[config.mk]
export PLATFORM = sky130hd
export DESIGN_NAME = ecc_err_logger
export DESIGN_NICKNAME = d
export VERILOG_FILES = /design/src/rtl/ecc_log_pkg.sv /design/src/rtl/ecc_log_status.sv /design/src/rtl/ecc_log_hold.sv /design/src/rtl/ecc_log_alert.sv /design/src/rtl/ecc_err_logger.sv
export SDC_FILE = /design/constraint.sdc
export NUM_CORES = 1
export LEC_CHECK = 0
export BUFFER_PORTS_ARGS = -buffer_cell sky130_fd_sc_hd__buf_2
export CORE_MARGIN = 4
export CORE_UTILIZATION = 38
export CTS_BUF_LIST = sky130_fd_sc_hd__clkbuf_4 sky130_fd_sc_hd__clkbuf_8
export DETAILED_ROUTE_END_ITERATION = 8
export HOLD_SLACK_MARGIN = 0.05
export PLACE_DENSITY = 0.86
export SLEW_MARGIN = 20
export SYNTH_ARGS = -nofsm -noshare
export SYNTH_HDL_FRONTEND = slang
export SYNTH_HIERARCHICAL = 1
export SYNTH_SLANG_ARGS = --single-unit
[constraint.sdc]
create_clock -name clk -period 1.65 [get_ports clk]
set_input_delay 0.165 -clock clk [delete_from_list [all_inputs] [get_ports clk]]
set_output_delay 0.165 -clock clk [all_outputs]
set_load 0.005 [all_outputs]
[src/rtl/ecc_log_pkg.sv]
package ecc_log_pkg;
  // Fixed low positions of the status word; upper fields derive from sizes.
  localparam int FLAG_SINGLE_BIT = 0;
  localparam int FLAG_MULTI_BIT  = 1;
  localparam int NMI_EN_BIT      = 2;
  localparam int BUSERR_EN_BIT   = 3;
  localparam int SYN_LSB         = 4;

  typedef enum logic [1:0] {
    EV_NONE   = 2'd0,
    EV_SINGLE = 2'd1,
    EV_MULTI  = 2'd2
  } err_ev_e;
endpackage

[src/rtl/ecc_log_status.sv]
module ecc_log_status
  import ecc_log_pkg::*;
(
  input  logic clk,
  input  logic rst,
  input  logic clr,
  input  logic err_single,
  input  logic err_multi,
  output logic capture_en,
  output logic flag_single,
  output logic flag_multi
);
  err_ev_e ev;
  logic    armed;
  logic    fs_d, fm_d;

  // Uncorrectable errors take priority when both strobes coincide.
  always_comb begin
    if (err_multi)       ev = EV_MULTI;
    else if (err_single) ev = EV_SINGLE;
    else                 ev = EV_NONE;
  end

  always_comb begin
    armed      = !(flag_single || flag_multi) || clr;
    capture_en = armed && (ev != EV_NONE);
    fs_d       = clr ? 1'b0 : flag_single;
    fm_d       = clr ? 1'b0 : flag_multi;
    if (capture_en) begin
      fs_d = (ev == EV_SINGLE);
      fm_d = (ev == EV_MULTI);
    end
  end

  always_ff @(posedge clk) begin
    if (rst) begin
      flag_single <= 1'b0;
      flag_multi  <= 1'b0;
    end else begin
      flag_single <= fs_d;
      flag_multi  <= fm_d;
    end
  end

  AST_ONE_FLAG: assert property (@(posedge clk) disable iff (rst)
    !(flag_single && flag_multi));
  AST_CLEAR_BOTH: assert property (@(posedge clk) disable iff (rst)
    clr && !err_single && !err_multi |=> !flag_single && !flag_multi);
  AST_SINGLE_SET: assert property (@(posedge clk) disable iff (rst)
    !flag_single && !flag_multi && err_single && !err_multi |=> flag_single);
  AST_MULTI_SET: assert property (@(posedge clk) disable iff (rst)
    !flag_single && !flag_multi && err_multi |=> flag_multi);
  AST_FLAGS_HOLD: assert property (@(posedge clk) disable iff (rst)
    (flag_single || flag_multi) && !clr |=> $stable({flag_single, flag_multi}));
endmodule

[src/rtl/ecc_log_hold.sv]
module ecc_log_hold #(
  parameter int KEEP_W = 19,
  parameter int SYN_W  = 8
) (
  input  logic              clk,
  input  logic              rst,
  input  logic              capture_en,
  input  logic              frozen,
  input  logic [KEEP_W-1:0] addr_hi,
  input  logic [SYN_W-1:0]  syndrome,
  output logic [KEEP_W-1:0] addr_q,
  output logic [SYN_W-1:0]  syn_q
);
  always_ff @(posedge clk) begin
    if (rst) begin
      addr_q <= '0;
      syn_q  <= '0;
    end else if (capture_en) begin
      addr_q <= addr_hi;
      syn_q  <= syndrome;
    end
  end

  // frozen comes from the flag logic: no capture may pass while it is set
  AST_FIELDS_FROZEN: assert property (@(posedge clk) disable iff (rst)
    frozen && !capture_en |=> $stable(addr_q) && $stable(syn_q));
endmodule

[src/rtl/ecc_log_alert.sv]
module ecc_log_alert (
  input  logic clk,
  input  logic rst,
  input  logic err_single,
  input  logic err_multi,
  input  logic scrub_dis,
  input  logic nmi_en,
  input  logic buserr_en,
  input  logic flag_single,
  input  logic flag_multi,
  output logic nmi_req,
  output logic bus_err_req,
  output logic scrub_req
);
  always_ff @(posedge clk) begin
    if (rst) scrub_req <= 1'b0;
    else     scrub_req <= err_single && !err_multi && !scrub_dis;
  end

  assign nmi_req     = flag_single && nmi_en;
  assign bus_err_req = flag_multi && buserr_en;

  AST_SCRUB_ON: assert property (@(posedge clk) disable iff (rst)
    err_single && !err_multi && !scrub_dis |=> scrub_req);
  AST_SCRUB_OFF: assert property (@(posedge clk) disable iff (rst)
    scrub_dis |=> !scrub_req);
  AST_ALERT_EXCL: assert property (@(posedge clk) disable iff (rst)
    !(nmi_req && bus_err_req));
endmodule

[src/rtl/ecc_err_logger.sv]
module ecc_err_logger
  import ecc_log_pkg::*;
#(
  parameter int ADDR_W = 33,
  parameter int KEEP_W = 19,
  parameter int SYN_W  = 8,
  localparam int REG_W = SYN_LSB + SYN_W + KEEP_W + 1
) (
  input  logic              clk,
  input  logic              rst,
  input  logic              cfg_wr_en,
  input  logic [REG_W-1:0]  cfg_wr_data,
  output logic [REG_W-1:0]  cfg_rd_data,
  input  logic              err_single,
  input  logic              err_multi,
  input  logic [ADDR_W-1:0] err_addr,
  input  logic [SYN_W-1:0]  err_syndrome,
  output logic              nmi_req,
  output logic              bus_err_req,
  output logic              scrub_req
);
  localparam int ADDR_LSB  = SYN_LSB + SYN_W;
  localparam int SCRUB_BIT = ADDR_LSB + KEEP_W;
  localparam int DROP_W    = ADDR_W - KEEP_W;

  logic              clr;
  logic              capture_en;
  logic              flag_single, flag_multi;
  logic [KEEP_W-1:0] addr_q;
  logic [SYN_W-1:0]  syn_q;
  logic              scrub_dis, nmi_en, buserr_en;
  logic              unused_bits;

  assign unused_bits = ^{err_addr[DROP_W-1:0], cfg_wr_data[SCRUB_BIT-1:SYN_LSB]};

  assign clr = cfg_wr_en &&
               (cfg_wr_data[FLAG_SINGLE_BIT] || cfg_wr_data[FLAG_MULTI_BIT]);

  // Control bits: loaded on every write
  always_ff @(posedge clk) begin
    if (rst) begin
      scrub_dis <= 1'b0;
      nmi_en    <= 1'b0;
      buserr_en <= 1'b0;
    end else if (cfg_wr_en) begin
      scrub_dis <= cfg_wr_data[SCRUB_BIT];
      nmi_en    <= cfg_wr_data[NMI_EN_BIT];
      buserr_en <= cfg_wr_data[BUSERR_EN_BIT];
    end
  end

  ecc_log_status u_status (
    .clk         (clk),
    .rst         (rst),
    .clr         (clr),
    .err_single  (err_single),
    .err_multi   (err_multi),
    .capture_en  (capture_en),
    .flag_single (flag_single),
    .flag_multi  (flag_multi)
  );

  ecc_log_hold #(
    .KEEP_W (KEEP_W),
    .SYN_W  (SYN_W)
  ) u_hold (
    .clk        (clk),
    .rst        (rst),
    .capture_en (capture_en),
    .frozen     ((flag_single || flag_multi) && !clr),
    .addr_hi    (err_addr[ADDR_W-1 -: KEEP_W]),
    .syndrome   (err_syndrome),
    .addr_q     (addr_q),
    .syn_q      (syn_q)
  );

  ecc_log_alert u_alert (
    .clk         (clk),
    .rst         (rst),
    .err_single  (err_single),
    .err_multi   (err_multi),
    .scrub_dis   (scrub_dis),
    .nmi_en      (nmi_en),
    .buserr_en   (buserr_en),
    .flag_single (flag_single),
    .flag_multi  (flag_multi),
    .nmi_req     (nmi_req),
    .bus_err_req (bus_err_req),
    .scrub_req   (scrub_req)
  );

  assign cfg_rd_data = {scrub_dis, addr_q, syn_q, buserr_en, nmi_en,
                        flag_multi, flag_single};

  AST_RESET_CLEAN: assert property (@(posedge clk)
    rst |=> cfg_rd_data == '0 && !scrub_req);
  AST_PRIORITY: assert property (@(posedge clk) disable iff (rst)
    !flag_single && !flag_multi && err_single && err_multi |=> !flag_single);
endmodule

=== Word-level counts from Yosys, hierarchy flattened ===
Index checks and enable logic that the tools add are counted.

* Equal/unequal tests: 2
* Multiplexer cells: 5
* Reduce and logical (&&, ||, !) cells: 14

{| class="wikitable"
|+ Operator list
! cell !! count
|-
| logical AND 1 bit || 6
|-
| 2-to-1 mux 1 bit || 4
|-
| nonzero test 2 bit || 2
|-
| logical NOT 1 bit || 3
|-
| logical OR 1 bit || 3
|-
| equality test 2 x 1 -> 1 bit, second input constant || 1
|-
| equality test 2 bit, second input constant || 1
|-
| 2-to-1 mux 2 bit || 1
|}

* Register bits after elaboration: 33
* Bits of input ports: 78
* Output and inout bits: 35
* Word-level logic and storage cells: 29

=== Depth between registers and ports, before layout ===
Gate-level depths: netlist of run 1.

* Depth in word-level cells: 5
* Depth in mapped cells: 6
* Mapped depth without buffers: 4

=== Hierarchy ===
The synthesis of run 1 kept the hierarchy.

{| class="wikitable"
|+ Modules (own cells, without submodules)
! module !! times used !! cells each !! area each (µm²) !! seq. area each (µm²)
|-
| ecc_log_hold || 1 || 87 || 978.4 || 540.5
|-
| ecc_err_logger || 1 || 17 || 153.9 || 60.1
|-
| ecc_log_status || 1 || 11 || 92.6 || 40.0
|-
| ecc_log_alert || 1 || 4 || 47.5 || 20.0
|}

=== Worst setup path after synthesis of run 1 ===
No wires, ideal clock.

* Kind: register -> register
* From: reg u_status.flag_single
* To: reg u_hold.addr_q[0]
* Library setup time: 117 ps
* Arrival time: 1063 ps
* Path slack: 470 ps
* Cell stages (with the launch flop): 7
* Cell sequence: dfxtp_1 -> nor2_1 -> o22a_1 -> buf_6 -> buf_12 -> mux2i_1 -> nor2_1

* Word-level cells in the longest chain between the ends: 4

{| class="wikitable"
|+ Ends and longest elaborated chain
! what !! RTL line !! source
|-
| start: declaration || ecc_log_status.sv:10 || <nowiki>output logic flag_single,</nowiki>
|-
| start signal: assignment || ecc_log_status.sv:40 || <nowiki>flag_single <= fs_d;</nowiki>
|-
| logical OR 1 bit || n/a ||
|-
| logical NOT 1 bit || ecc_log_status.sv:25 || <nowiki>armed = !(flag_single || flag_multi) || clr;</nowiki>
|-
| logical OR 1 bit || ecc_log_status.sv:25 ||
|-
| logical AND 1 bit || ecc_log_status.sv:26 || <nowiki>capture_en = armed && (ev != EV_NONE);</nowiki>
|-
| net capture_en || ecc_err_logger.sv:27 || <nowiki>logic capture_en;</nowiki>
|-
| end signal: assignment || ecc_log_hold.sv:19 || <nowiki>addr_q <= addr_hi;</nowiki>
|-
| end: declaration || ecc_log_hold.sv:11 || <nowiki>output logic [KEEP_W-1:0] addr_q,</nowiki>
|}

The timed path passes the listed nets, and every way through them passes these cells.
A chain may end at the register's enable or synchronous reset.

=== Worst setup path in the final report of run 1 ===
* From: in err_multi
* To: reg u_hold.addr_q[10]

* Word-level cells in the longest chain between the ends: 3

{| class="wikitable"
|+ Ends and longest elaborated chain
! what !! RTL line !! source
|-
| start: declaration || ecc_err_logger.sv:15 || <nowiki>input logic err_multi,</nowiki>
|-
| 2-to-1 mux 2 bit || ecc_log_status.sv:19 || <nowiki>if (err_multi) ev = EV_MULTI;</nowiki>
|-
| nonzero test 2 bit || ecc_log_status.sv:26 ||
|-
| logical AND 1 bit || ecc_log_status.sv:26 ||
|-
| net capture_en || ecc_err_logger.sv:27 ||
|}

The timed path passes the listed nets, and every way through them passes these cells.

==> qor.json, run 1 <==
{
  "leakage": {"value": 0.0009174, "unit": "uW"},
  "timing.critical_path.fanout_max": {"value": 15},
  "cts.reportedPaths.clkPinSlew": {"value": 0.09, "unit": "ns"},
  "route.antenna.remaining_nets": {"value": 0},
  "layout_min_cycle_time": {"value": 1.387, "unit": "ns"},
  "crit_buf_inv": {"value": 3},
  "path_cells": {"value": "dlygate4sd3_1 -> buf_2 -> o22a_1 -> buf_4 -> mux2i_1 -> nor2_1"},
  "grt_first_pass_wirelength": {"value": 4.312, "unit": "mm"},
  "first_global_vias": {"value": 1002},
  "endpoint": {"value": "u_hold/addr_q[10]"},
  "dpl.hpwl": {"value": 2.039, "unit": "mm"},
  "routabilityCongestion": {"value": 0.6477},
  "grt_antenna_before_repair": {"value": 0},
  "grt.total_usage": {"value": 0.1302},
  "critPathKind": {"value": "input pin to flop"},
  "starting_density_of_the_core": {"value": 0.4044},
  "average_cell_area_after_synthesis": {"value": 10.81, "unit": "um^2"},
  "setup-violations-final": {"value": 0},
  "worstPathRequired": {"value": 1.84, "unit": "ns"},
  "commonest_cells_after_routing_fill_and_taps_aside": {"value": "buf_2, dfxtp_1, nor2_1, mux2i_1, clkbuf_4"},
  "worst_pin_slew": {"value": 0.5935, "unit": "ns"},
  "io_buffers": {"value": 71},
  "synth.net_count": {"value": 195},
  "fin_total_pwr": {"value": 1627, "unit": "uW"},
  "post_synth_inst_count": {"value": 117},
  "maxSlewHeadroom": {"value": 0.6044},
  "synthesis.area": {"value": 0.001265, "unit": "mm^2"},
  "area_delta_synth_final": {"value": 30.86, "unit": "%"},
  "pwr_density_cell": {"value": 983.1, "unit": "mW/mm^2"},
  "ys_warn_count": {"value": 6},
  "maximum_number_of_pins_on_one_net_before_global_route_repair": {"value": 34},
  "route.detailed.drc": {"value": 0},
  "clock_sinks": {"value": 33},
  "die_y": {"value": 65.70, "unit": "um"},
  "antennaDiodeCount": {"value": 0},
  "cts-buffers-inserted": {"value": 5},
  "reg2reg_depth": {"value": 5},
  "post_cts.resized_instances": {"value": 0},
  "cts_tree": {"value": "done"},
  "critical_path_arrival": {"value": 1.58, "unit": "ns"},
  "dieWidth": {"value": 65.70, "unit": "um"},
  "clock_latency": {"value": 0.32, "unit": "ns"},
  "sum_of_negative_setup_slack": {"value": 0, "unit": "ns"},
  "detailedRoute.firstIterationViolations": {"value": 40},
  "hold_viol": {"value": 0},
  "worst_path_dominant_cell_family": {"value": "buffers and inverters"},
  "slowest_delay": {"value": 0.52, "unit": "ns"},
  "leftover_overflow_at_the_end_of_global_routing": {"value": 0},
  "clock_path_buffers": {"value": 2},
  "routed_wl": {"value": 2.721, "unit": "mm"},
  "num_vias": {"value": 1019},
  "report.final.slew_viol_count": {"value": 0},
  "nNetsFinal": {"value": 265},
  "clock.fmax": {"value": 720.9, "unit": "MHz"},
  "worst_hold_path_type": {"value": "input pin to flop"},
  "run_status": {"value": "finished, final reports clean"},
  "start_kind": {"value": "input pin"},
  "cts-htree-levels": {"value": 2},
  "worstReg2RegEnd": {"value": "u_hold/addr_q[10]"},
  "crit_path_end_kind": {"value": "flop"},
  "fin_worst_skew": {"value": 0.004979, "unit": "ns"},
  "cp_num_cells": {"value": 6},
  "floorplan.core_area": {"value": 0.003128, "unit": "mm^2"},
  "row_count": {"value": 20},
  "detail_route.wl_per_cell": {"value": 11.78, "unit": "um"},
  "io-pin-count": {"value": 113},
  "setup.reg_to_reg.worst_slack": {"value": 0.34, "unit": "ns"},
  "worst_ir_drop_vdd": {"value": 0.3416, "unit": "mV"},
  "design.die.area": {"value": 0.004316, "unit": "mm^2"},
  "reg2reg_from": {"value": "u_status/flag_multi"},
  "critical-path-slowest-cell": {"value": "dlygate4sd3_1"},
  "final_common_cell": {"value": "buf_2"},
  "root_buffer_cell": {"value": "clkbuf_4"},
  "layout-drive-gt1-share": {"value": 0.4385},
  "filler_cell_count": {"value": 312},
  "period_share": {"value": 0.8407},
  "drt_first_pass_iters": {"value": 4},
  "detail_route.vias_per_cell": {"value": 4.411},
  "grt_setup_unrepaired": {"value": "false"},
  "cap_viol_max_count": {"value": 0},
  "worst_setup_path_startpoint": {"value": "err_multi"}
}
[flip-flops by register name (all words and copies together) (netlist names)]
name,flops
u_hold/addr_q,19
nmi_en,1
u_hold/syn_q,8
u_status/flag_multi,1
u_alert/scrub_req,1
u_status/flag_single,1
buserr_en,1
scrub_dis,1
[worst min-delay path by stage]
stage / endpoint / slack (ns) / start / cells after the start
CTS: u_hold/syn_q[0] / 0.06 / err_syndrome[0] / 3
detailed placement: u_alert/scrub_req / 0.39 / err_multi / 2
floorplan: u_status/flag_single / 0.23 / rst / 1
finish: u_hold/syn_q[0] / 0.07 / err_syndrome[0] / 3
global route: u_hold/addr_q[4] / 0.06 / err_addr[18] / 3
global placement: u_alert/scrub_req / 0.39 / err_multi / 2
[tightest hold or removal path, delay by kind of cell]
kind                   cells  cell delay (ns)
buffers and inverters      1             0.07
and+or+nand+nor            1             0.07
muxes                      1             0.05
[area by class of cell]
class                   instances  area, um^2  area share
multi-input cells              72       496.7      0.3001
well taps                      44       55.05     0.03326
flip-flops and latches         33       660.6      0.3991
inverters                       1       3.754    0.002268
clock buffers                   7       58.81     0.03553
repair buffers                 74       380.4      0.2298
[power breakdown]
part | switching [uW] | leakage, uW | internal (uW) | total, uW
registers | 30.2 | 0.000273 | 857 | 888
logic | 130 | 0.000610 | 152 | 282
clock network | 240 | 0.0000348 | 217 | 458
[per-stage QoR]
step	worst slack, ns	instances	area (um^2)	hold slack [ns]	util
finish	0.2628	231	1655	0.07462	0.5292
global route	0.1721	231	1655	0.06466	0.5292
CTS	0.2773	231	1655	0.05799	0.5292
detailed placement	0.2859	223	1587	0.3944	0.5072
global placement	0.3236	223	1587	0.3877	0.5072
floorplan	0.4812	117	1265	0.2319	-
[metal layers]
metal	GRT usage	vias to the layer above	part of all wire
met5	0	-	0
met4	0.07772	0	0.017
met3	0.03077	4	0.066
met2	0.2416	29	0.53
met1	0.1289	468	0.39
li1	-	518	-
[timing repair]
item | in CTS | in global routing
hold buffers | 1 | 0
setup endpoints to repair | 0 | 0
buffers inserted | 0 | 0
endpoints found under the hold margin | 1 | 0
Note: power is estimated with default switching activity, not from simulation.
==> inputs of run 2 (changes only) <==
==> constraint.sdc (replaced) <==
create_clock -name clk -period 1.4 [get_ports clk]
set_input_delay 0.14 -clock clk [delete_from_list [all_inputs] [get_ports clk]]
set_output_delay 0.14 -clock clk [all_outputs]
set_load 0.005 [all_outputs]
==> run 2 against run 1 <==
Against the previous run: register-to-register slack lost 0.16 ns; clock skew grew 0.0069 ns; utilization is 8.0 points higher; setup slack got worse by 0.17 ns; final cell count rose by 10%; combinational power rose by 45%; count of clock-buffer cells in the layout shrank 1; critical path depth unchanged; global-route usage up 2.5 points.
==> qor.json, run 2 (synthesized netlist as in run 1, its figures left out) <==
{
  "finalWorstSetupSlack": {"value": 0.09255, "unit": "ns", "change": "-0.1702 ns"},
  "grt_antenna_before_repair": {"value": 0, "change": "unchanged"},
  "num_vias": {"value": 1108, "change": "+8.7%"},
  "first_global_vias": {"value": 1141, "change": "+14%"},
  "layout-drive-gt1-share": {"value": 0.4095, "change": "-0.02898"},
  "worst_ir_drop_vdd": {"value": 0.5153, "unit": "mV", "change": "+51%"},
  "dpl.hpwl": {"value": 2.092, "unit": "mm", "change": "+2.6%"},
  "path_cells": {"value": "dlygate4sd3_1 -> buf_2 -> o22a_2 -> buf_12 -> mux2i_1 -> nor2_1"},
  "dpl_cell_area": {"value": 0.001639, "unit": "mm^2", "change": "+3.3%"},
  "route.antenna.remaining_nets": {"value": 0, "change": "unchanged"},
  "grt_first_pass_wirelength": {"value": 5.016, "unit": "mm", "change": "+16%"},
  "cap_viol_max_count": {"value": 0, "change": "unchanged"},
  "io_buffers": {"value": 71, "change": "unchanged"},
  "root_buffer_cell": {"value": "clkbuf_4"},
  "layout_min_cycle_time": {"value": 1.307, "unit": "ns"},
  "clock_path_buffers": {"value": 2, "change": "unchanged"},
  "timing.critical_path.fanout_max": {"value": 15, "change": "unchanged"},
  "hold_viol": {"value": 0, "change": "unchanged"},
  "reg2reg_depth": {"value": 5, "change": "unchanged"},
  "nNetsFinal": {"value": 287, "change": "+8.3%"},
  "critical_path_arrival": {"value": 1.54, "unit": "ns", "change": "-0.04 ns"},
  "setup-violations-final": {"value": 0, "change": "unchanged"},
  "start_kind": {"value": "input pin"},
  "worstPathRequired": {"value": 1.63, "unit": "ns", "change": "-0.21 ns"},
  "pwr_density_cell": {"value": 1031, "unit": "mW/mm^2", "change": "+4.9%"},
  "grt.total_usage": {"value": 0.1550, "change": "+0.02479"},
  "period_share": {"value": 0.9339},
  "design.die.area": {"value": 0.004316, "unit": "mm^2", "change": "unchanged"},
  "die_y": {"value": 65.70, "unit": "um", "change": "unchanged"},
  "cts_tree": {"value": "done"},
  "reg2reg_from": {"value": "u_status/flag_single"},
  "setup.reg_to_reg.worst_slack": {"value": 0.18, "unit": "ns", "change": "-0.16 ns"},
  "leftover_overflow_at_the_end_of_global_routing": {"value": 0, "change": "unchanged"},
  "hold-worst-slack": {"value": 0.06301, "unit": "ns", "change": "-0.01161 ns"},
  "drt_first_pass_iters": {"value": 4, "change": "unchanged"},
  "run_status": {"value": "finished, final reports clean"},
  "detailedRoute.firstIterationViolations": {"value": 61, "change": "+53%"},
  "final_common_cell": {"value": "buf_2"},
  "starting_density_of_the_core": {"value": 0.4044, "change": "unchanged"},
  "routed_wl": {"value": 3.176, "unit": "mm", "change": "+17%"},
  "sum_of_negative_setup_slack": {"value": 0, "unit": "ns", "change": "unchanged"},
  "layout.cell_area.non_filler": {"value": 0.001906, "unit": "mm^2", "change": "+15%"},
  "leakage": {"value": 0.001025, "unit": "uW", "change": "+12%"},
  "crit_path_end_kind": {"value": "flop"},
  "grt_setup_unrepaired": {"value": "false"},
  "reg.largest.list": {"value": "u_hold/addr_q: 19 flops, u_hold/syn_q: 8 flops"},
  "commonest_cells_after_routing_fill_and_taps_aside": {"value": "buf_2, dfxtp_1, nor2_1, mux2i_1, dlygate4sd3_1"},
  "slowest_delay": {"value": 0.55, "unit": "ns", "change": "+0.03 ns"},
  "io-pin-count": {"value": 113, "change": "unchanged"},
  "most_flop_heavy_register": {"value": "u_hold/addr_q"},
  "floorplan.core_area": {"value": 0.003128, "unit": "mm^2", "change": "unchanged"},
  "dieWidth": {"value": 65.70, "unit": "um", "change": "unchanged"},
  "clock_sinks": {"value": 33, "change": "unchanged"},
  "route.detailed.drc": {"value": 0, "change": "unchanged"},
  "row_count": {"value": 20, "change": "unchanged"},
  "worst_pin_slew": {"value": 0.3066, "unit": "ns", "change": "-0.2869 ns"},
  "detail_route.vias_per_cell": {"value": 4.362, "change": "-1.1%"},
  "report.final.slew_viol_count": {"value": 0, "change": "unchanged"},
  "area_delta_synth_final": {"value": 50.64, "unit": "%"},
  "fin_total_pwr": {"value": 1965, "unit": "uW", "change": "+21%"},
  "clock_latency": {"value": 0.33, "unit": "ns", "change": "about the same"},
  "antennaDiodeCount": {"value": 0, "change": "unchanged"},
  "cts.repair_timing.setup_buffer_count": {"value": 0, "change": "unchanged"},
  "maxSlewHeadroom": {"value": 0.7956, "change": "+0.1912"},
  "fin_worst_skew": {"value": 0.01185, "unit": "ns", "change": "+0.006872 ns"},
  "cts.reportedPaths.clkPinSlew": {"value": 0.10, "unit": "ns", "change": "about the same"},
  "cts-htree-levels": {"value": 2, "change": "unchanged"},
  "clock.fmax": {"value": 764.8, "unit": "MHz"},
  "critPathKind": {"value": "input pin to flop"},
  "maximum_number_of_pins_on_one_net_before_global_route_repair": {"value": 19, "change": "-44%"},
  "critical-path-slowest-cell": {"value": "dlygate4sd3_1"},
  "cts-buffers-inserted": {"value": 5, "change": "unchanged"},
  "routabilityCongestion": {"value": 0.6497, "change": "+0.31%"},
  "endpoint": {"value": "u_hold/addr_q[17]"},
  "detail_route.wl_per_cell": {"value": 12.50, "unit": "um", "change": "+6.2%"},
  "worst_hold_path_type": {"value": "input pin to flop"},
  "worst_setup_path_startpoint": {"value": "err_multi"},
  "place_worst_setup_slack": {"value": 0.1349, "unit": "ns", "change": "-0.1509 ns"},
  "worst_min_delay_path_startpoint": {"value": "cfg_wr_data[31]"},
  "largest_register_ffs": {"value": 19, "change": "unchanged"},
  "worstReg2RegEnd": {"value": "u_hold/addr_q[17]"}
}
==> run 2: critical path: cells and delay by family <==
kind            cells  cell delay [ns]
compound gates      1             0.28
buf+inv             3             0.87
mux                 1             0.19
simple gates        1             0.05
==> run 2: report_power, final <==
part	internal, uW	leakage (uW)	switching (uW)
Combinational	240	0.000717	171
Clock	210	0.0000354	298
Sequential	1010	0.000273	35.6
Total	1460	0.00103	505
==> run 2: layer usage <==
layer / track usage / vias to the layer above / part of all wire
li1: - / 564 / -
met1: 0.1502 / 503 / 0.36
met2: 0.2916 / 36 / 0.57
met3: 0.03590 / 5 / 0.054
met4: 0.09326 / 0 / 0.019
met5: 0 / - / 0
==> run 2: layout make-up <==
cell class,instances,area (um^2)
Fill cell,263,1222
Sequential cell,33,660.6
Timing Repair Buffer,96,633.1
Multi-Input combinational cell,72,498.0
Tap cell,44,55.05
Clock buffer,6,45.04
Clock inverter,2,10.01
Inverter,1,3.754
==> run 2: through the flow <==
| stage | instances | util |
|---|---|---|
| after floorplan | 117 | - |
| after global placement | 225 | 0.5240 |
| after detailed placement | 225 | 0.5240 |
| after CTS | 251 | 0.5992 |
| after global routing | 254 | 0.6092 |
| final | 254 | 0.6092 |
==> run 2: how the worst min path moves through the flow <==
stage          slack, ns                   end  cells past startpoint
2_1_floorplan       0.21  u_status/flag_single                      1
3_3_place_gp        0.36     u_alert/scrub_req                      2
3_5_place_dp        0.37     u_alert/scrub_req                      2
4_1_cts             0.05             scrub_dis                      3
5_1_grt             0.06      u_hold/addr_q[4]                      3
6_report            0.06             scrub_dis                      3
==> run 2: repair_timing <==
item / 4_1_cts / 5_1_grt
hold buffers: 18 / 3
resized for setup: 0 / 1
hold endpoints to repair: 18 / 3
endpoints found under the setup margin: 0 / 1
==> inputs of run 3 (changes only) <==
--- a/config.mk
+++ b/config.mk
@@ -5,13 +5,14 @@
 export SDC_FILE = /design/constraint.sdc
 export NUM_CORES = 1
 export LEC_CHECK = 0
+export ABC_AREA = 1
 export BUFFER_PORTS_ARGS = -buffer_cell sky130_fd_sc_hd__buf_2
 export CORE_MARGIN = 4
-export CORE_UTILIZATION = 38
+export CORE_UTILIZATION = 42
 export CTS_BUF_LIST = sky130_fd_sc_hd__clkbuf_4 sky130_fd_sc_hd__clkbuf_8
 export DETAILED_ROUTE_END_ITERATION = 8
 export HOLD_SLACK_MARGIN = 0.05
-export PLACE_DENSITY = 0.86
+export PLACE_DENSITY = 0.87
 export SLEW_MARGIN = 20
 export SYNTH_ARGS = -nofsm -noshare
 export SYNTH_HDL_FRONTEND = slang
==> run 3 against run 2 <==
Against the previous run: clock skew shrank 0.0031 ns; first-iteration DRC count grew 16%; combinational power grew 17%; fmax grew 9.0%; non-clock buffer count shrank 22; wire length shrank 2.7%; power grew 14%; clock power grew 34%; critical endpoint is now u_hold/addr_q[8].
==> qor.json, run 3 <==
{
  "place.detailed.instances": {"value": 324, "change": "+44%"},
  "cts_tree": {"value": "done"},
  "io-pin-count": {"value": 113, "change": "unchanged"},
  "run_status": {"value": "finished, final reports clean"},
  "setup-violations-final": {"value": 0, "change": "unchanged"},
  "clock.fmax": {"value": 833.5, "unit": "MHz", "change": "+9.0%"},
  "design.die.area": {"value": 0.004747, "unit": "mm^2", "change": "+10%"},
  "clock_latency": {"value": 0.28, "unit": "ns", "change": "-0.05 ns"},
  "cts.reportedPaths.clkPinSlew": {"value": 0.07, "unit": "ns", "change": "-0.03 ns"},
  "cap_viol_max_count": {"value": 0, "change": "unchanged"},
  "p_clk_frac": {"value": 0.304, "change": "+0.045"},
  "power.switching": {"value": 618.0, "unit": "uW", "change": "+22%"},
  "routabilityCongestion": {"value": 0.6919, "change": "+6.5%"},
  "hold-worst-slack": {"value": 0.08072, "unit": "ns", "change": "+0.01771 ns"},
  "maxSlewHeadroom": {"value": 0.6668, "change": "-0.1288"},
  "internal_power": {"value": 1617, "unit": "uW", "change": "+11%"},
  "root_buffer_cell": {"value": "clkbuf_8"},
  "reg.largest.list": {"value": "u_hold/addr_q: 19 flops, u_hold/syn_q: 8 flops"},
  "report.final.slew_viol_count": {"value": 0, "change": "unchanged"},
  "worst_pin_slew": {"value": 0.4991, "unit": "ns", "change": "+0.1925 ns"},
  "io_buffers": {"value": 71, "change": "unchanged"},
  "grt.total_usage": {"value": 0.1333, "change": "-0.02164"},
  "area_of_combinational_cells_with_multiple_inputs": {"value": 620.6, "unit": "um^2", "change": "+25%"},
  "worst_hold_path_type": {"value": "input pin to flop"},
  "critPathKind": {"value": "flop to flop"},
  "dieWidth": {"value": 68.90, "unit": "um", "change": "+4.9%"},
  "grt_setup_unrepaired": {"value": "false"},
  "die_y": {"value": 68.90, "unit": "um", "change": "+4.9%"},
  "drt_first_pass_iters": {"value": 5, "change": "+1"},
  "grt_first_pass_wirelength": {"value": 4.685, "unit": "mm", "change": "-6.6%"},
  "leftover_overflow_at_the_end_of_global_routing": {"value": 0, "change": "unchanged"},
  "worstPathRequired": {"value": 1.57, "unit": "ns", "change": "-0.06 ns"},
  "cts-htree-levels": {"value": 2, "change": "unchanged"},
  "hold_bufs_at_cts": {"value": 0, "change": "-18"},
  "nNetsFinal": {"value": 363, "change": "+26%"},
  "grt_antenna_before_repair": {"value": 0, "change": "unchanged"},
  "crit_path_end_kind": {"value": "flop"},
  "synth.net_count": {"value": 295, "change": "+51%"},
  "most_flop_heavy_register": {"value": "u_hold/addr_q"},
  "routed_wl": {"value": 3.090, "unit": "mm", "change": "-2.7%"},
  "num_vias": {"value": 1360, "change": "+23%"},
  "post_cts.resized_instances": {"value": 0, "change": "unchanged"},
  "worst_ir_drop_vdd": {"value": 0.6493, "unit": "mV", "change": "+26%"},
  "sum_of_negative_setup_slack": {"value": 0, "unit": "ns", "change": "unchanged"},
  "row_count": {"value": 21, "change": "+5.0%"},
  "fin_worst_skew": {"value": 0.008796, "unit": "ns", "change": "-0.003054 ns"},
  "ys_warn_count": {"value": 6, "change": "unchanged"},
  "leakage": {"value": 0.001177, "unit": "uW", "change": "+15%"},
  "starting_density_of_the_core": {"value": 0.4491, "change": "+0.04473"},
  "synthesis.area": {"value": 0.001558, "unit": "mm^2", "change": "+23%"},
  "start_kind": {"value": "flop"},
  "clock_path_buffers": {"value": 2, "change": "unchanged"},
  "critical-path-slowest-cell": {"value": "dfxtp_1"},
  "layout-drive-gt1-share": {"value": 0.4371, "change": "+0.02754"},
  "maximum_number_of_pins_on_one_net_before_global_route_repair": {"value": 28, "change": "+9"},
  "first_global_vias": {"value": 1117, "change": "-2.1%"},
  "pwr_density_cell": {"value": 1134, "unit": "mW/mm^2", "change": "+10%"},
  "cts-buffers-inserted": {"value": 5, "change": "unchanged"},
  "path_cells": {"value": "nand2_1 -> nand3_1 -> nand2_2 -> buf_12 -> nor2_1 -> nor2_2"},
  "combPwrFrac": {"value": 0.214, "change": "+0.005"},
  "route.detailed.drc": {"value": 0, "change": "unchanged"},
  "filler_cell_count": {"value": 337, "change": "+28%"},
  "commonest_cells_after_routing_fill_and_taps_aside": {"value": "buf_2, nor2_1, nand2_1, inv_1, dfxtp_1"},
  "fin_total_pwr": {"value": 2235, "unit": "uW", "change": "+14%"},
  "route.antenna.remaining_nets": {"value": 0, "change": "unchanged"},
  "timing.critical_path.fanout_max": {"value": 26, "change": "+11"},
  "critical_path_arrival": {"value": 1.37, "unit": "ns", "change": "-0.17 ns"},
  "cts.repair_timing.setup_buffer_count": {"value": 0, "change": "unchanged"},
  "floorplan.core_area": {"value": 0.003468, "unit": "mm^2", "change": "+11%"},
  "antennaDiodeCount": {"value": 0, "change": "unchanged"},
  "largest_register_ffs": {"value": 19, "change": "unchanged"},
  "detail_route.wl_per_cell": {"value": 9.307, "unit": "um", "change": "-26%"},
  "layout_min_cycle_time": {"value": 1.200, "unit": "ns", "change": "-0.1077 ns"},
  "hold_viol": {"value": 0, "change": "unchanged"},
  "number_of_standard_cells_in_the_layout_taps_in_and_fillers_out": {"value": 332, "change": "+31%"},
  "detail_route.vias_per_cell": {"value": 4.096, "change": "-6.1%"},
  "post_synth_inst_count": {"value": 217, "change": "+85%"},
  "swShare": {"value": 0.2765, "change": "+0.01981"},
  "dpl.hpwl": {"value": 2.331, "unit": "mm", "change": "+11%"},
  "period_share": {"value": 0.8570, "change": "-0.07694"},
  "slowest_delay": {"value": 0.39, "unit": "ns", "change": "-0.16 ns"},
  "average_cell_area_after_synthesis": {"value": 7.179, "unit": "um^2", "change": "-34%"},
  "detailedRoute.firstIterationViolations": {"value": 71, "change": "+16%"},
  "seq_power_share": {"value": 0.482, "change": "-0.050"},
  "final_common_cell": {"value": "buf_2"},
  "clock_sinks": {"value": 33, "change": "unchanged"},
  "area_delta_synth_final": {"value": 26.51, "unit": "%"},
  "sequential_cell_area": {"value": 660.6, "unit": "um^2", "change": "unchanged"}
}
## run 3: layout make-up
class,instances,area share
clock inverter,2,0.005079
clock buffer,6,0.03873
inverter,38,0.07238
tap,46,0.02921
timing repair buffer,74,0.2044
sequential,33,0.3352
multi-input combinational,133,0.3149
## run 3: critical path, delay by kind of cell, from the launching register on
family | cells | cell delay (ns)
AND/OR/NAND/NOR | 5 | 0.51
buffers and inverters | 1 | 0.18
flip-flops | 1 | 0.39
## run 3: metal layers
metal  GRT usage  share of wire  vias up
met5           0              0        -
met4     0.07299          0.014        0
met3     0.04538          0.082        5
met2      0.2155           0.46       46
met1      0.1539           0.45      559
li1            -              -      750
## run 3: per-stage QoR
| stage | utilization | area [um^2] | setup slack, ns |
|---|---|---|---|
| after global routing | 0.5682 | 1971 | 0.1050 |
| after detailed placement | 0.5433 | 1884 | 0.09543 |
| after floorplan | - | 1558 | 0.2704 |
| final | 0.5682 | 1971 | 0.2003 |
| after CTS | 0.5682 | 1971 | 0.2032 |
| after global placement | 0.5433 | 1884 | 0.1238 |
## run 3: power groups by stage
stage / Clock [uW] / Combinational [uW] / Sequential (uW)
finish: 680 / 478 / 1080
global route: 739 / 542 / 1090
CTS: 702 / 488 / 1080
detailed placement: 0 / 486 / 1100
global placement: 0 / 474 / 1090
floorplan: 0 / 329 / 1100
## run 3: worst paths after layout
check | endpoint | start | cells after the start | slack [ns]
max reg2reg | u_hold/addr_q[8] | u_status/flag_single | 6 | 0.20
max | u_hold/addr_q[8] | u_status/flag_single | 6 | 0.20
min | nmi_en | cfg_wr_data[2] | 3 | 0.08
min reg2reg | u_hold/syn_q[2] | u_hold/syn_q[2] | 2 | 0.47
